===== src/rtl/pbh_pkg.sv =====
package pbh_pkg;

  // Width needed to hold a count of 0..limit.
  function automatic int unsigned cnt_width(input int unsigned limit);
    return (limit < 2) ? 1 : $clog2(limit + 1);
  endfunction

  // Indices of the level inputs that get a rising-edge detector.
  localparam int unsigned EDGE_BTN = 0;
  localparam int unsigned EDGE_LID = 1;
  localparam int unsigned EDGE_NUM = 2;

endpackage


===== src/rtl/pbh_rise.sv =====
module pbh_rise (
  input  logic clk,
  input  logic rst_n,
  input  logic level_i,
  output logic rise_o
);
  logic level_q;

  always_ff @(posedge clk or negedge rst_n) begin
    if (!rst_n) level_q <= 1'b0;
    else        level_q <= level_i;
  end

  assign rise_o = level_i & ~level_q;


  rise_one_cycle_chk: assert property (@(posedge clk) disable iff (!rst_n)
    rise_o |=> !rise_o);
endmodule


===== src/rtl/pbh_hold_timer.sv =====
module pbh_hold_timer #(
  parameter int unsigned LIMIT = 10
) (
  input  logic clk,
  input  logic rst_n,
  input  logic held_i,
  input  logic tick_i,
  output logic hit_o
);
  import pbh_pkg::*;

  localparam int unsigned W = cnt_width(LIMIT);
  localparam logic [W-1:0] CNT_TOP  = W'(LIMIT);
  localparam logic [W-1:0] CNT_LAST = W'(LIMIT - 1);

  logic [W-1:0] cnt_q;

  // Cleared whenever the button is up; advanced once per tick while held;
  // parks at the deadline so a long hold cannot fire a second time.
  always_ff @(posedge clk or negedge rst_n) begin
    if (!rst_n)                            cnt_q <= '0;
    else if (!held_i)                      cnt_q <= '0;
    else if (tick_i && cnt_q != CNT_TOP)   cnt_q <= cnt_q + 1'b1;
  end

  assign hit_o = held_i & tick_i & (cnt_q == CNT_LAST);


  cnt_bound_chk: assert property (@(posedge clk) disable iff (!rst_n)
    cnt_q <= CNT_TOP);


  cnt_idle_chk: assert property (@(posedge clk) disable iff (!rst_n)
    (held_i && !tick_i) |=> $stable(cnt_q) || !$past(held_i));


  cnt_release_chk: assert property (@(posedge clk) disable iff (!rst_n)
    !held_i |=> cnt_q == '0);
endmodule


===== src/rtl/pbh_req_gate.sv =====
module pbh_req_gate (
  input  logic clk,
  input  logic rst_n,
  input  logic btn_held,
  input  logic press_rise,
  input  logic lid_rise,
  input  logic sys_off,
  input  logic suspend_enter,
  input  logic boot_hit,
  input  logic off_hit,
  output logic boot_req,
  output logic shutdown_req
);
  logic boot_arm_q;
  logic shut_done_q;
  logic arm_now;
  logic boot_fire;
  logic shut_fire;

  // Boot eligibility is taken from sys_off at the press edge.
  always_ff @(posedge clk or negedge rst_n) begin
    if (!rst_n)          boot_arm_q <= 1'b0;
    else if (press_rise) boot_arm_q <= sys_off;
    else if (!btn_held)  boot_arm_q <= 1'b0;
  end

  assign arm_now   = press_rise ? sys_off : boot_arm_q;
  assign boot_fire = (boot_hit & arm_now) | (lid_rise & sys_off);
  assign shut_fire = btn_held & ~shut_done_q & (off_hit | suspend_enter);

  // One shutdown per press, re-enabled only by a release.
  always_ff @(posedge clk or negedge rst_n) begin
    if (!rst_n)         shut_done_q <= 1'b0;
    else if (!btn_held) shut_done_q <= 1'b0;
    else if (shut_fire) shut_done_q <= 1'b1;
  end

  always_ff @(posedge clk or negedge rst_n) begin
    if (!rst_n) begin
      boot_req     <= 1'b0;
      shutdown_req <= 1'b0;
    end else begin
      boot_req     <= boot_fire;
      shutdown_req <= shut_fire;
    end
  end


  shut_pulse_chk: assert property (@(posedge clk) disable iff (!rst_n)
    shutdown_req |=> !shutdown_req);


  boot_pulse_chk: assert property (@(posedge clk) disable iff (!rst_n)
    boot_req |=> !boot_req);


  shut_needs_btn_chk: assert property (@(posedge clk) disable iff (!rst_n)
    !btn_held |=> !shutdown_req);


  shut_once_chk: assert property (@(posedge clk) disable iff (!rst_n)
    (shut_done_q && btn_held) |=> !shutdown_req);


  boot_needs_off_chk: assert property (@(posedge clk) disable iff (!rst_n)
    (btn_held && !arm_now && !lid_rise) |=> !boot_req);
endmodule


===== src/rtl/pwrbtn_hold_ctrl.sv =====
module pwrbtn_hold_ctrl #(
  parameter int unsigned BOOT_TICKS = 10,
  parameter int unsigned OFF_TICKS  = 8000
) (
  input  logic clk,
  input  logic rst_n,
  input  logic tick_ms,
  input  logic btn_held,
  input  logic lid_open,
  input  logic sys_off,
  input  logic suspend_enter,
  output logic boot_req,
  output logic shutdown_req
);
  import pbh_pkg::*;

  localparam int unsigned NTIMER = 2;

  logic [EDGE_NUM-1:0] lvl;
  logic [EDGE_NUM-1:0] rise;
  logic [NTIMER-1:0]   hit;

  assign lvl[EDGE_BTN] = btn_held;
  assign lvl[EDGE_LID] = lid_open;

  for (genvar e = 0; e < EDGE_NUM; e++) begin : g_edge
    pbh_rise u_rise (
      .clk     (clk),
      .rst_n   (rst_n),
      .level_i (lvl[e]),
      .rise_o  (rise[e])
    );
  end

  // Timer 0 is the short boot hold, timer 1 the long forced-off hold.
  for (genvar t = 0; t < NTIMER; t++) begin : g_timer
    localparam int unsigned LIM = (t == 0) ? BOOT_TICKS : OFF_TICKS;
    pbh_hold_timer #(.LIMIT(LIM)) u_timer (
      .clk    (clk),
      .rst_n  (rst_n),
      .held_i (btn_held),
      .tick_i (tick_ms),
      .hit_o  (hit[t])
    );
  end

  pbh_req_gate u_gate (
    .clk           (clk),
    .rst_n         (rst_n),
    .btn_held      (btn_held),
    .press_rise    (rise[EDGE_BTN]),
    .lid_rise      (rise[EDGE_LID]),
    .sys_off       (sys_off),
    .suspend_enter (suspend_enter),
    .boot_hit      (hit[0]),
    .off_hit       (hit[1]),
    .boot_req      (boot_req),
    .shutdown_req  (shutdown_req)
  );


  lid_level_quiet_chk: assert property (@(posedge clk) disable iff (!rst_n)
    ($past(lid_open) && !btn_held && !$past(btn_held)) |=> !boot_req);


  shut_src_chk: assert property (@(posedge clk) disable iff (!rst_n)
    $rose(shutdown_req) |-> $past(btn_held));
endmodule


===== config.mk =====
export PLATFORM = sky130hd
export DESIGN_NAME = pwrbtn_hold_ctrl
export DESIGN_NICKNAME = d
export VERILOG_FILES = /design/src/rtl/pbh_pkg.sv /design/src/rtl/pbh_rise.sv /design/src/rtl/pbh_hold_timer.sv /design/src/rtl/pbh_req_gate.sv /design/src/rtl/pwrbtn_hold_ctrl.sv
export SDC_FILE = /design/constraint.sdc
export NUM_CORES = 1
export LEC_CHECK = 0
export ABC_CLOCK_PERIOD_IN_PS = 2300
export BUFFER_PORTS_ARGS = -buffer_cell sky130_fd_sc_hd__buf_4
export CAP_MARGIN = 15
export CORE_MARGIN = 2
export CORE_UTILIZATION = 55
export DETAILED_ROUTE_END_ITERATION = 6
export PLACE_DENSITY = 0.83
export SYNTH_ARGS = -nofsm -noshare
export SYNTH_HDL_FRONTEND = slang
export SYNTH_SLANG_ARGS = --single-unit

===== constraint.sdc =====
create_clock -name clk -period 2.3 [get_ports clk]
set_input_delay 0.345 -clock clk [delete_from_list [all_inputs] [get_ports clk]]
set_output_delay 0.345 -clock clk [all_outputs]
set_load 0.005 [all_outputs]

### Word level (Yosys, flattened, before mapping)

Index checks and enable logic that the tools add are counted.

| cells by class | value |
|---|---|
| add/subtract/negate cells | 2 |
| equality and inequality tests | 8 |
| multiplexer cells | 9 |
| bitwise gates (word level) | 14 |
| reductions and logical operators | 2 |

Operators by type and width:

| cell | count |
|---|---|
| two-way mux 13 bit | 2 |
| adder 13 x 1 -> 13 bit (second input constant) | 1 |
| == test 13 bit (second input constant) | 1 |
| != test 13 bit (second input constant) | 1 |
| AND 1 bit | 9 |
| two-way mux 4 bit | 2 |
| != test 2 x 1 -> 1 bit (second input constant) | 4 |
| two-way mux 1 bit | 5 |
| adder 4 x 1 -> 4 bit (second input constant) | 1 |
| == test 4 bit (second input constant) | 1 |
| != test 4 bit (second input constant) | 1 |
| inverter 1 bit | 3 |
| logical AND 1 bit | 2 |
| bitwise OR 1 bit | 2 |

| storage, ports and cells | value |
|---|---|
| register bits | 23 |
| input bits | 7 |
| output and inout bits | 2 |
| word-level logic and storage cells | 43 |

### Longest topological paths before layout

| depth | value |
|---|---|
| word-level depth | 6 |
| gate-level depth with buffers | 6 |

### By module

A second synthesis with hierarchy kept.

| unflattened totals | value |
|---|---|
| cell total of the unflattened synthesis | 127 |
| area, all modules | 1267.5 µm² |

Modules (own cells, without submodules):

| module | times used | cells an instance | area each (µm²) | sequential area each (µm²) |
|---|---|---|---|---|
| pbh_hold_timer at g_timer[1].u_timer | 1 | 82 | 774.5 | 325.3 |
| pbh_hold_timer at g_timer[0].u_timer | 1 | 27 | 261.5 | 100.1 |
| pbh_req_gate | 1 | 14 | 153.9 | 100.1 |
| pbh_rise | 2 | 2 | 38.8 | 25.0 |

### Worst setup path after synthesis

No wires, ideal clock.

| path | value |
|---|---|
| path kind | register -> register |
| start | reg g_timer[1].u_timer.cnt_q[0] |
| end | reg g_timer[1].u_timer.cnt_q[0] |
| setup time | 0.131 ns |
| arrival time | 1.486 ns |
| required time | 2.169 ns |
| path slack | 0.684 ns |
| cell stages (with the launch flop) | 7 |
| clock period less this slack | 1.616 ns |
| path through | dfrtp_1 -> inv_1 -> ha_1 -> or4b_1 -> nor3b_2 -> a21boi_1 -> mux2i_1 |

| between the ends | value |
|---|---|
| longest elaborated chain between the ends | 3 |

RTL lines:

| item | RTL line | text |
|---|---|---|
| start: declaration | pbh_hold_timer.sv:16 | `logic [W-1:0] cnt_q;` |
| start signal: assignment | pbh_hold_timer.sv:23 | `else if (tick_i && cnt_q != CNT_TOP) cnt_q <= cnt_q + 1'b1;` |
| adder 13 x 1 -> 13 bit or != test 13 bit (tied branches) | pbh_hold_timer.sv:23 |  |
| two-way mux 13 bit or logical AND 1 bit (tied branches) | pbh_hold_timer.sv:23 |  |
| two-way mux 13 bit or != test 2 x 1 -> 1 bit (tied branches) | - |  |

Several ways; a longest one is shown, not always the timed one. The select of a mux whose other input is x is not followed.
A chain may end at the register's enable or synchronous reset.

### Final worst setup path

| path | value |
|---|---|
| start | reg g_timer[1].u_timer.cnt_q[0] |
| end | reg g_timer[1].u_timer.cnt_q[1] |

Same word-level chain as after synthesis.

==> results list <==
- Result of the run: finished, final reports clean
- The number of clock buffers added by TritonCTS is 3.
* IO Count: 9
- For this design, the sink count on the clock tree is 23.
- Top-area cell type share of the netlist area: between 40% and 50%
* H-tree depth: 1
- Hold is met by approximately 130 ps.
* Worst EP arrival: 2010 ps
- The first detailed-routing pass took 5 iterations.
* Sequential share of the synthesized area: about half
- Average wire per cell in the routed design: 13.5 um
* Routed via count divided by cell count: 5.72
- Clk buf depth: 2
- Cells resized by post-CTS repair: 0
- In this run the horizontal extent of the chip is approximately 50 um.
* Initial antenna violation count: 0
* CTS tree: built
- Post-synth cell types: 32
- Share of final-layout standard cells stronger than drive strength 1: between 10% and 20%
- Synthesized netlist cell count: ~120
- Measured against its own limit, the worst slew margin works out to a little over two thirds.
- Count of endpoints failing hold in the final timing report: 0
* Remaining DRCs: 0
* Post-route non-filler standard cell count: 159
- Clock-pin slew was measured on the worst setup and hold paths at 130 ps.
- The total area inside the core boundary comes to ~0.002 mm2.
* Final Skew: 4.97 ps
- From synthesis to final layout, the design area changed by 10.1%.
- The total overflow left after global routing is 0.
* N_diodes: 0
- Total wire length: 2140 um
- Setup repair after global routing left no endpoint under its margin.
* Post-route setup slack: 505 ps
- Static Leakage: 0.569 nW
* Clock insertion delay at the later pin of the skew report: approximately 320 ps
* Antenna violation net count after detailed routing: 0
- Setup violations remaining at the end of the flow were counted as 0.
* Violation count after the first detailed-routing iteration: 13
- Number of warnings printed during yosys synthesis: 0
- Placement Rows: 16
- Cells taking the most area after synthesis: dfrtp_1 (49%), ha_1 (5.3%), nand2_1 (5.1%)
- Starting density of the core: 58.9%
- After filler insertion, the fill cell instance count of the layout stands at about 180.
- Min-Delay Path Class: in -> reg
- The total count of max-transition violations in the final report came to 0.
- Portion of the clock cycle consumed by the worst path in the final layout: about four fifths
- In the global route stage, overall resource usage came out at about a fifth.
* Power density cells: about 530 mW/mm2
- Net count after synthesis: about 130
* Count of input and output buffers: 8
* Detailed placement HPWL: between 1500 and 2000 um
- For this run, the top clock speed supported by timing is 557 MHz.
- The first global-routing pass estimated 3790 um of wire.
- Layout net count: 145
- Counting flops and latches in the post-synthesis netlist gives 23.
* Cell area after synthesis: between 0.001 and 0.0015 mm2
- Placed cell count: between 150 and 200
- STA classifies the critical path startpoint as a flop.
* Final critical path time including I/O delays and setup: 1790 ps
- For the worst setup path, the data required time is 2510 ps.
* Via count of the first global-routing pass: slightly below 900
* Average cell area after synthesis: 9.67 um2
- Category of the worst setup path capture point: flop
- Entering global routing, the biggest net connects 24 pins.
* Vias: between 900 and 1000
* Final weighted congestion of routability-driven global placement: roughly 0.89
- In the final timing run, aggregate negative setup slack is 0 ps.
* IR drop worst, VDD: about 470 uV
* Max cap viols: 0
* Transition time at the pin with the least slew margin: ~460 ps
- Category of the most critical setup path: reg -> reg
* Vertical die dimension: roughly 50 um
- Die ar.: 0.00253 mm2
- Dpl ws: about 530 ps
- The number of setup buffers added after CTS is 0.
- In this run the worst path has a maximum fanout of 5.
- Master cell of the clock root buffer: clkbuf_4
* Post-synthesis cell type with the largest combined area: dfrtp_1
final timing paths:
path | slack, ps | endpoint | startpoint | depth (start not counted)
setup / recovery | 510 | g_timer[1].u_timer.cnt_q[1]$_DFFE_PN0P_ | g_timer[1].u_timer.cnt_q[0]$_DFFE_PN0P_ | 6
hold / removal | 130 | g_edge[1].u_rise.level_q$_DFF_PN0_ | lid_open | 1
setup reg to reg | 510 | g_timer[1].u_timer.cnt_q[1]$_DFFE_PN0P_ | g_timer[1].u_timer.cnt_q[0]$_DFFE_PN0P_ | 6
hold reg to reg | 450 | u_gate.shutdown_req$_DFF_PN0_ | u_gate.shut_done_q$_DFFE_PN0P_ | 1
max in group asynchronous | 1640 | g_timer[1].u_timer.cnt_q[7]$_DFFE_PN0P_ | rst_n | 2
min in group asynchronous | 430 | g_timer[0].u_timer.cnt_q[0]$_DFFE_PN0P_ | rst_n | 2
per-layer routing:
metal	wire length [um]	part of all wire (%)	track usage, %
met1	936	44	22.5
met2	1100	51	36.0
met3	74	3.5	6.25
met4	32	1.5	8.11
met5	0	0	0
state kept, by name (all words and copies together), names as in the netlist:
signal / flops
g_timer.u_timer.cnt_q: 17
u_gate.boot_arm_q: 1
u_gate.shut_done_q: 1
u_gate.boot_req: 1
g_edge.u_rise.level_q: 2
u_gate.shutdown_req: 1
synthesized netlist by cell type (all sizes together):
master	number
o21a	1
inv	8
a31oi	1
a32o	1
nand4	5
ha	5
a21boi	2
nand2	16
nand3b	1
o41ai	2
nor3b	2
o311ai	1
or3	1
clkbuf	2
dfrtp	23
nand3	3
mux2i	4
nand2b	4
or4b	1
o21ai	2
or2	1
a21oi	6
nor4	3
nor3	4
xnor2	5
xor2	3
a31o	1
nor2	13
buf	1
cells in the final DEF (no fill, tap or decap):
master	synthesis	routed
a31o_2	1	1
clkbuf_4	0	3
o41ai_1	2	2
o21ai_0	2	2
or2_2	1	1
nor3b_2	1	1
nand2_1	16	16
a21boi_1	1	1
mux2i_1	4	4
nand4_1	5	5
a21oi_1	6	6
or4b_1	1	1
or3_1	1	1
xor2_1	3	3
a31oi_1	1	1
clkinv_2	0	1
dfrtp_1	23	23
xnor2_1	5	5
nor3_1	4	4
o311ai_0	1	1
nor3b_1	1	1
buf_4	0	8
nand3_1	3	3
nor4_2	1	1
nor2_1	13	13
o21a_1	1	1
nor4_1	2	2
inv_1	8	8
nand3b_1	1	1
a32o_1	1	1
a21boi_0	1	1
nand2b_1	4	4
ha_1	5	5
dlygate4sd3_1	0	1
critical path, stage by stage (launching register included):
cell and delay, ps:
dfrtp_1 450, inv_1 100, ha_1 150, or4b_1 460
nor3b_2 230, a21boi_1 140, mux2i_1 150
final cells by class:
class / count / area (um2) / share of cell area (%)
flip-flops and latches: 23 / 576 / 44.3
multi-input cells: 88 / 562 / 43.3
repair buffers: 9 / 70.1 / 5.39
well taps: 27 / 33.8 / 2.60
inverters: 8 / 30.0 / 2.31
clock buffers: 3 / 22.5 / 1.73
clock inverters: 1 / 5.00 / 0.385
metrics by stage:
stage	total power, W	util [%]	instance area [um2]
after CTS	0.000693	64.9	1300
after floorplan	0.000472	-	1180
final	0.000685	64.9	1300
after global routing	0.000725	64.9	1300
after detailed placement	0.000503	63.0	1260
after global placement	0.000497	63.0	1260
timing repair:
item,CTS,global route
hold buffers,1,0
hold endpoints to repair,23,0
endpoints found under the setup margin,0,0
logic make-up after synthesis:
logic type               count (synthesis)  share of synthesized area, %
buffers and inverters                   11                          3.61
AND/OR/NAND/NOR                         54                          23.3
AO/OA/AOI/OAI                           17                          9.65
flip-flops                              23                          48.8
adder cells (fa/ha/maj)                  5                          5.30
XOR/XNOR                                 8                          5.94
multiplexers                             4                          3.39
power by group:
part           total [W]  internal [W]  switching (W)  leakage, nW
logic          0.0000674     0.0000289      0.0000385        0.241
registers       0.000428      0.000416      0.0000116        0.310
clock network   0.000189     0.0000652       0.000124       0.0177
Note: power is estimated with default switching activity, not from simulation.
